[src/rtl/mst_pkg.sv]
package mst_pkg;
  typedef enum logic [2:0] {
    ST_IDLE,
    ST_WR,
    ST_RD,
    ST_CHK,
    ST_WRC,
    ST_RDC,
    ST_CHKC
  } mst_state_e;
endpackage

[src/rtl/mst_pattern.sv]
module mst_pattern #(
  parameter int DW = 8
) (
  input  logic          clk,
  input  logic          rst,
  input  logic          load,
  input  logic          step,
  output logic [DW-1:0] pat
);
  always_ff @(posedge clk) begin
    if (rst || load) pat <= '0;
    else if (step)   pat <= pat + DW'(1);
  end


  pat_step_chk: assert property (@(posedge clk) disable iff (rst)
    (step && !load) |=> pat == DW'($past(pat) + DW'(1)));
endmodule

[src/rtl/mst_addr_seq.sv]
module mst_addr_seq #(
  parameter int AW = 16
) (
  input  logic          clk,
  input  logic          rst,
  input  logic          load,
  input  logic          step,
  input  logic          busy,
  input  logic [AW-1:0] start_addr,
  input  logic [AW-1:0] end_addr,
  output logic [AW-1:0] cur_addr,
  output logic          last
);
  logic [AW-1:0] lo_q, hi_q;

  always_ff @(posedge clk) begin
    if (rst) begin
      cur_addr <= '0;
      lo_q     <= '0;
      hi_q     <= '0;
    end else if (load) begin
      cur_addr <= start_addr;
      lo_q     <= start_addr;
      hi_q     <= end_addr;
    end else if (step) begin
      cur_addr <= cur_addr + AW'(1);
    end
  end

  assign last = (cur_addr == hi_q);


  addr_range_chk: assert property (@(posedge clk) disable iff (rst)
    busy |-> (cur_addr >= lo_q && cur_addr <= hi_q));
endmodule

[src/rtl/mst_compare.sv]
module mst_compare #(
  parameter int AW = 16,
  parameter int DW = 8
) (
  input  logic          clk,
  input  logic          rst,
  input  logic          clear,
  input  logic          chk_en,
  input  logic          inv,
  input  logic [AW-1:0] addr,
  input  logic [DW-1:0] pat,
  input  logic [DW-1:0] rdata,
  output logic          mismatch,
  output logic          fail,
  output logic [AW-1:0] fail_addr,
  output logic [DW-1:0] fail_exp,
  output logic [DW-1:0] fail_got
);
  logic [DW-1:0] got;

  assign got      = inv ? ~rdata : rdata;
  assign mismatch = chk_en && (got != pat);

  always_ff @(posedge clk) begin
    if (rst || clear) begin
      fail      <= 1'b0;
      fail_addr <= '0;
      fail_exp  <= '0;
      fail_got  <= '0;
    end else if (mismatch) begin
      fail      <= 1'b1;
      fail_addr <= addr;
      fail_exp  <= pat;
      fail_got  <= got;
    end
  end


  fail_hold_chk: assert property (@(posedge clk) disable iff (rst)
    (fail && !clear) |=> (fail && $stable(fail_addr) && $stable(fail_got)));
endmodule

[src/rtl/mst_ctrl.sv]
module mst_ctrl
  import mst_pkg::*;
(
  input  logic       clk,
  input  logic       rst,
  input  logic       start,
  input  logic       mismatch,
  input  logic       last,
  output mst_state_e state,
  output logic       load,
  output logic       step,
  output logic       busy,
  output logic       done
);
  mst_state_e nxt;
  logic       finish;

  assign load = (state == ST_IDLE) && start;

  always_comb begin
    nxt    = state;
    step   = 1'b0;
    finish = 1'b0;
    unique case (state)
      ST_IDLE: if (start) nxt = ST_WR;
      ST_WR:   nxt = ST_RD;
      ST_RD:   nxt = ST_CHK;
      ST_CHK: begin
        if (mismatch) begin
          nxt = ST_IDLE;
          finish = 1'b1;
        end else nxt = ST_WRC;
      end
      ST_WRC:  nxt = ST_RDC;
      ST_RDC:  nxt = ST_CHKC;
      ST_CHKC: begin
        if (mismatch || last) begin
          nxt = ST_IDLE;
          finish = 1'b1;
        end else begin
          nxt  = ST_WR;
          step = 1'b1;
        end
      end
      default: nxt = ST_IDLE;
    endcase
  end

  always_ff @(posedge clk) begin
    if (rst) begin
      state <= ST_IDLE;
      busy  <= 1'b0;
      done  <= 1'b0;
    end else begin
      state <= nxt;
      if (load) begin
        busy <= 1'b1;
        done <= 1'b0;
      end else if (finish) begin
        busy <= 1'b0;
        done <= 1'b1;
      end
    end
  end


  busy_done_excl_chk: assert property (@(posedge clk) disable iff (rst)
    !(busy && done));

  done_hold_chk: assert property (@(posedge clk) disable iff (rst)
    (done && !start) |=> done);

  start_accept_chk: assert property (@(posedge clk) disable iff (rst)
    (!busy && start) |=> (busy && !done));
endmodule

[src/rtl/mem_selftest.sv]
module mem_selftest
  import mst_pkg::*;
#(
  parameter int AW = 16,
  parameter int DW = 8
) (
  input  logic          clk,
  input  logic          rst,
  input  logic          start,
  input  logic [AW-1:0] start_addr,
  input  logic [AW-1:0] end_addr,
  output logic [AW-1:0] mem_addr,
  output logic [DW-1:0] mem_wdata,
  output logic          mem_we,
  output logic          mem_re,
  input  logic [DW-1:0] mem_rdata,
  output logic          busy,
  output logic          done,
  output logic          fail,
  output logic [AW-1:0] fail_addr,
  output logic [DW-1:0] fail_exp,
  output logic [DW-1:0] fail_got
);
  mst_state_e    state;
  logic          load, step, last, mismatch;
  logic [DW-1:0] pat;
  logic [AW-1:0] cur_addr;

  mst_ctrl u_ctrl (
    .clk(clk), .rst(rst), .start(start), .mismatch(mismatch), .last(last),
    .state(state), .load(load), .step(step), .busy(busy), .done(done)
  );

  mst_pattern #(.DW(DW)) u_pat (
    .clk(clk), .rst(rst), .load(load), .step(step), .pat(pat)
  );

  mst_addr_seq #(.AW(AW)) u_addr (
    .clk(clk), .rst(rst), .load(load), .step(step), .busy(busy),
    .start_addr(start_addr), .end_addr(end_addr),
    .cur_addr(cur_addr), .last(last)
  );

  mst_compare #(.AW(AW), .DW(DW)) u_cmp (
    .clk(clk), .rst(rst), .clear(load),
    .chk_en(state == ST_CHK || state == ST_CHKC),
    .inv(state == ST_CHKC), .addr(cur_addr), .pat(pat), .rdata(mem_rdata),
    .mismatch(mismatch), .fail(fail), .fail_addr(fail_addr),
    .fail_exp(fail_exp), .fail_got(fail_got)
  );

  assign mem_addr  = cur_addr;
  assign mem_we    = (state == ST_WR) || (state == ST_WRC);
  assign mem_re    = (state == ST_RD) || (state == ST_RDC);
  assign mem_wdata = (state == ST_WRC) ? ~pat : pat;


  we_re_excl_chk: assert property (@(posedge clk) disable iff (rst)
    !(mem_we && mem_re));

  wr_then_rd_chk: assert property (@(posedge clk) disable iff (rst)
    mem_we |=> (mem_re && mem_addr == $past(mem_addr)));

  fail_done_chk: assert property (@(posedge clk) disable iff (rst)
    fail |-> (done && !busy));
endmodule

[config.mk]
export PLATFORM = sky130hd
export DESIGN_NAME = mem_selftest
export DESIGN_NICKNAME = d
export VERILOG_FILES = /design/src/rtl/mst_pkg.sv /design/src/rtl/mst_pattern.sv /design/src/rtl/mst_addr_seq.sv /design/src/rtl/mst_compare.sv /design/src/rtl/mst_ctrl.sv /design/src/rtl/mem_selftest.sv
export SDC_FILE = /design/constraint.sdc
export NUM_CORES = 1
export LEC_CHECK = 0
export ABC_AREA = 1
export CORE_UTILIZATION = 50
export CTS_BUF_LIST = sky130_fd_sc_hd__clkbuf_4 sky130_fd_sc_hd__clkbuf_8 sky130_fd_sc_hd__clkbuf_16
export DETAILED_ROUTE_END_ITERATION = 7
export DONT_BUFFER_PORTS = 1
export PLACE_DENSITY = 0.77
export SLEW_MARGIN = 10
export SYNTH_ARGS = -nofsm -noshare
export SYNTH_HDL_FRONTEND = slang
export SYNTH_SLANG_ARGS = --single-unit
export TNS_END_PERCENT = 1
[constraint.sdc]
create_clock -name clk -period 5.35 [get_ports clk]
set_clock_uncertainty 0.1 [all_clocks]
set_input_delay 1.3375 -clock clk [delete_from_list [all_inputs] [get_ports clk]]
set_output_delay 1.3375 -clock clk [all_outputs]
set_load 0.1 [all_outputs]
# [After elaboration in Yosys (flattened, before gate mapping)]
# Index checks and enable logic that the tools add are counted.
[totals] regBits=78 latch_bits=0 ramBits=0 mem_bits_ro=0 inputBits=43 memories=0
[classes] add_sub_neg=2 mul=0 n_div=0 n_lt_le_gt_ge=0 n_eq_ne=9 n_shift=0 n_mux=15 n_bitwise=2 n_reduce_logical=11
[ops] operator="$mux 16" n=2
[ops] operator="$pmux 3 s7" n=1
[ops] operator="$add 16x1->16 const B" n=1
[ops] operator="$eq 16x16->1" n=1
[ops] operator="$mux 8" n=2
[ops] operator="$not 8->8" n=2
[ops] operator="$eq 3x3->1 const B" n=3
[ops] operator="$add 8x1->8 const B" n=1
[ops] operator="$ne 8x8->1" n=1
[ops] operator="$mux 1" n=7
[ops] operator="$eq 3x2->1 const B" n=2
[ops] operator="$mux 3" n=2
[ops] operator="$logic_or 1x1->1" n=5
[ops] operator="$reduce_bool 2->1" n=2
[ops] operator="$eq 3x1->1 const B" n=1
[ops] operator="$logic_not 3->1" n=1
[ops] operator="$logic_and 1x1->1" n=2
[ops] operator="$ne 2x2->1 const B" n=1
[ops] operator="$pmux 1 s2" n=1
[ops] operator="$reduce_or 2->1" n=1

# [Longest topological paths before layout]
[depth] ltp_word=9 mapped_depth=14 mapped_depth_nobuf=13

# [Modules after synthesis]
# From an unflattened synthesis, not the netlist that was laid out.
[unflattened] hier_cells=648 area_unflattened_um2=4277.9
[modules_own_cells] mod="mst_addr_seq" n_inst=1 cells_per_inst=251 area_each_um2=1727.9 seq_area_each_um2=640.6
[modules_own_cells] mod="mst_compare" n_inst=1 cells_per_inst=264 area_each_um2=1704.1 seq_area_each_um2=660.6
[modules_own_cells] mod="mst_pattern" n_inst=1 cells_per_inst=50 area_each_um2=377.9 seq_area_each_um2=160.2
[modules_own_cells] mod="mst_ctrl" n_inst=1 cells_per_inst=37 area_each_um2=250.2 seq_area_each_um2=100.1
[modules_own_cells] mod="mem_selftest" n_inst=1 cells_per_inst=46 area_each_um2=217.7 seq_area_each_um2=0.0

# [Worst setup path after synthesis]
# No wires, ideal clock.
[synth_path] path_kind="reg2out" from="register u_ctrl.state[1]" to="output mem_re" t_arrival_ps=2874 required_time_ps=3913 slack_ps=1039 path_stages_with_launch=6 cell_sequence="dfxtp_1 -> buf_2 -> buf_2 -> inv_1 -> nand2_1 -> o21ai_0"
[synth_via] elab_chain_len=2
[synth_lines] element="start, declared" line="mst_ctrl.sv:9" text="output mst_state_e state,"
[synth_lines] element="start signal, assigned" line="mst_ctrl.sv:55" text="state <= nxt;"
[synth_lines] element="$eq 3x2->1 or $eq 3x3->1 (tied branches)" line="mem_selftest.sv:54" text="assign mem_re = (state == ST_RD) || (state == ST_RDC);"
[synth_lines] element="$logic_or 1x1->1 *" line="mem_selftest.sv:54"
[synth_lines] element="end, declared" line="mem_selftest.sv:15" text="output logic mem_re,"
# Every way passes the cells marked *; elsewhere a longest branch is shown, timed or not.

# [Final worst setup path]
[layout_path] from="register u_ctrl.state[2]" to="output mem_we"
[layout_via] elab_chain_len=2
[layout_lines] element="$eq 3x1->1 or $eq 3x3->1 (tied branches)" line="mem_selftest.sv:53" text="assign mem_we = (state == ST_WR) || (state == ST_WRC);"
[layout_lines] element="$logic_or 1x1->1 *" line="mem_selftest.sv:53"
[layout_lines] element="end, declared" line="mem_selftest.sv:14" text="output logic mem_we,"
# Marked as above.

==> results.cfg <==
[pwr]
p_leak_nw = 1.894
fin_total_pwr_mw = 1.466
p_per_area_nw_per_um2 = 315.1
clockPowerShare_pct = 30.3
power_frac_seq_pct = 50.2
power.switching_mw = 0.5525
peakVddDrop_uv = 138.2
internal_power_mw = 0.9134
p_sw_share_pct = 37.69
combPwrFrac_pct = 19.6

[sta]
fin_crit_sh_pct = 73.02
final-hold-violation-count = 0
setup_violations = 0
fmax_ghz = 0.2560
final-max-slew-violation-count = 0
slew_headroom_pct = 16.27
rsz0062_at_grt = false
worst_slack_ns = 1.444
tightest_slew_ns = 1.254
timing.final.crit_period_ns = 3.906
tns_ns = 0

[synth]
yosys-top-cells-area = dfxtp_1 37%, nand2_1 13%, nor2_1 10%
synth_nets = 699
synth_edf_count = 0
post_synth_num_cell_types = 28
synthAdderAreaFrac_pct = 0.5886
synth_xor_area_share_pct = 6.180
synth-main-ff-cell = dfxtp_1
ys_async_sr_fraction_pct = 0
synth-simple-area-share_pct = 35.17
yosysTopAreaCell = dfxtp_1
synth_top_cell_area_share_pct = 36.73
netlist_instances = 654
post_synth.cell_area_avg_um2 = 6.501
ys_ff_latch = 78
synth.cell_area_um2 = 4252
synth_warnings = 0
ys_top_cells_by_count = 142 x nand2_1, 118 x nor2_1, 78 x dfxtp_1
yosysSeqAreaShare_pct = 36.73
synth_top_family_by_area = simple AND/OR/NAND/NOR gates
synth_compound_area_share_pct = 11.62
synth_most_common_cell = nand2_1
synthMuxAreaShare_pct = 0

[job]
maxCapViolations = 0

[floorplan]
coreArea_um2 = 8217
initial_utilization_pct = 51.74
die_area_um2 = 8876
io_pins = 104
die_w_um = 94.21
fp.dieH_um = 94.21
rows = 33

[clock_tree]
cts_root_buf = clkbuf_8
htree_levels = 3
clkSinkCount = 78
clock_latency_ns = 0.36
postCtsHoldBufs = 0
cts_setup_buffers = 0
cts_buffers = 9
cts_resized = 0
cts_tree = done
cts.reportedPaths.clkPinSlew_ns = 0.09
cts.path.max_buffers = 2

[routing]
dr.pass1.iters = 5
drc = 0
vias_per_cell = 5.523
wire_per_inst_um = 14.84
final_antenna_net_count = 0
wl_mm = 11.36
vias = 4231
drtIter0Drc = 231

[global_routing]
grt_max_degree = 50
grt_overflow_total = 0
grt_pass1_wl_mm = 18.27
grt.total_usage_pct = 26.45
grt_pass1_vias = 3820
antenna_found_initial = 0

[worst_setup_path]
r2r-end = u_cmp.fail_exp[6]$_SDFFE_PP0P_
slowest_stage = dfxtp_1
rr_worst_depth = 11
critPathMaxStageDelay_ns = 0.85
start_kind = flip-flop
crit_arrival_ns = 2.47
cp.required_ns = 3.91
cp_max_fo = 22
critPathKind = flip-flop to output pin
crit_chain = nand2_1 > o21ai_2
regToRegStartpoint = u_ctrl.state[2]$_SDFFE_PP0P_
end_kind = output pin
r2r_setup_slack_ns = 1.89

[cells_and_area]
diodes = 0
drive_above_1_share_pct = 9.228
finalNonFillerCells = 766
syn_to_final_growth_pct = 9.417
nNetsFinal = 702

[placed_design]
port-buffer-count = 0
dp_hpwl_mm = 8.284
place_ws_ns = 1.791
dp.cells = 751
gp_congestion = 0.8761

[hold_path]
min_to = u_addr.hi_q[10]$_SDFFE_PP0P_
hold_start = u_addr.hi_q[10]$_SDFFE_PP0P_
hold_depth = 2
hp-class = flip-flop to flip-flop

[outcome]
status = completed
[sequential cells by signal, indices dropped and copies added (netlist names)]
name and flops:
u_addr.cur_addr 16, u_addr.hi_q 16, u_cmp.fail_addr 16, u_cmp.fail_exp 8, u_cmp.fail_got 8, u_pat.pat 8
u_ctrl.state 3, u_cmp.fail 1, u_ctrl.busy 1, u_ctrl.done 1
[cells by family after synthesis]
| group | Yosys count |
|---|---|
| DFF | 78 |
| and+or+nand+nor | 353 |
| buffers and inverters | 94 |
| AOI/OAI and AO/OA | 97 |
| adders and majority gates | 2 |
| xor gates and xnor gates | 30 |
[worst max-delay path, delay by kind of cell, from the launching register on]
| family | cells | cell delay, ns |
|---|---|---|
| DFF | 1 | 0.85 |
| and+or+nand+nor | 1 | 0.63 |
| AOI/OAI and AO/OA | 1 | 0.63 |
[through the flow]
stage / instance area (um^2) / util [%] / hold slack (ns)
after floorplan: 4252 / - / 0.3437
after global placement: 4459 / 54.27 / 0.3541
after detailed placement: 4459 / 54.27 / 0.3664
after CTS: 4652 / 56.62 / 0.3811
after global routing: 4652 / 56.62 / 0.3995
final: 4652 / 56.62 / 0.3776
[power by group through the flow]
stage	logic, mW	clock network [mW]	registers (mW)
after floorplan	0.192	0	0.790
after global placement	0.278	0	0.747
after detailed placement	0.285	0	0.749
after CTS	0.286	0.452	0.735
after global routing	0.317	0.475	0.741
final	0.287	0.444	0.735
[cells in the final DEF, fill, tap and decap left out, drive strengths merged]
cell type / instances
xor2: 18
nand2: 143
or2: 2
buf: 25
clkinvlp: 3
bufinv: 1
dfxtp: 78
nand4: 23
nor3: 11
nand3: 50
o21ai: 64
nor2: 120
clkinv: 1
clkbuf: 10
and2: 1
nand3b: 1
o21bai: 3
nor4: 2
ha: 2
inv: 61
a31oi: 1
a21oi: 29
xnor2: 12
[worst max-delay path by stage]
stage | end | from | slack, ns | cells after the start
5_1_grt | mem_we | u_ctrl.state[2]$_SDFFE_PP0P_ | 1.30 | 2
6_report | mem_we | u_ctrl.state[2]$_SDFFE_PP0P_ | 1.44 | 2
3_5_place_dp | u_cmp.fail_got[7]$_SDFFE_PP0P_ | mem_rdata[4] | 1.79 | 12
4_1_cts | mem_we | u_ctrl.state[2]$_SDFFE_PP0P_ | 1.43 | 2
2_1_floorplan | mem_re | u_ctrl.state[1]$_SDFFE_PP0P_ | 1.04 | 5
3_3_place_gp | mem_we | u_ctrl.state[2]$_SDFFE_PP0P_ | 1.84 | 2
[layer usage]
| metal | share of wire (%) | global-route usage [%] | vias to the layer above |
|---|---|---|---|
| li1 | - | - | 2101 |
| met2 | 47 | 42.81 | 171 |
| met4 | 1.6 | 9.872 | 0 |
| met3 | 8.0 | 5.987 | 17 |
| met1 | 44 | 34.01 | 1942 |
| met5 | 0 | 0 | - |
[layout make-up]
| cell class | count | area (um^2) |
|---|---|---|
| multi-input combinational | 482 | 2350 |
| clock inverter | 5 | 61.31 |
| timing repair buffer | 25 | 187.7 |
| inverter | 61 | 229.0 |
| clock buffer | 10 | 131.4 |
| sequential | 78 | 1562 |
| fill | 819 | 3565 |
| tap | 105 | 131.4 |
(Power assumes the default switching activity.)
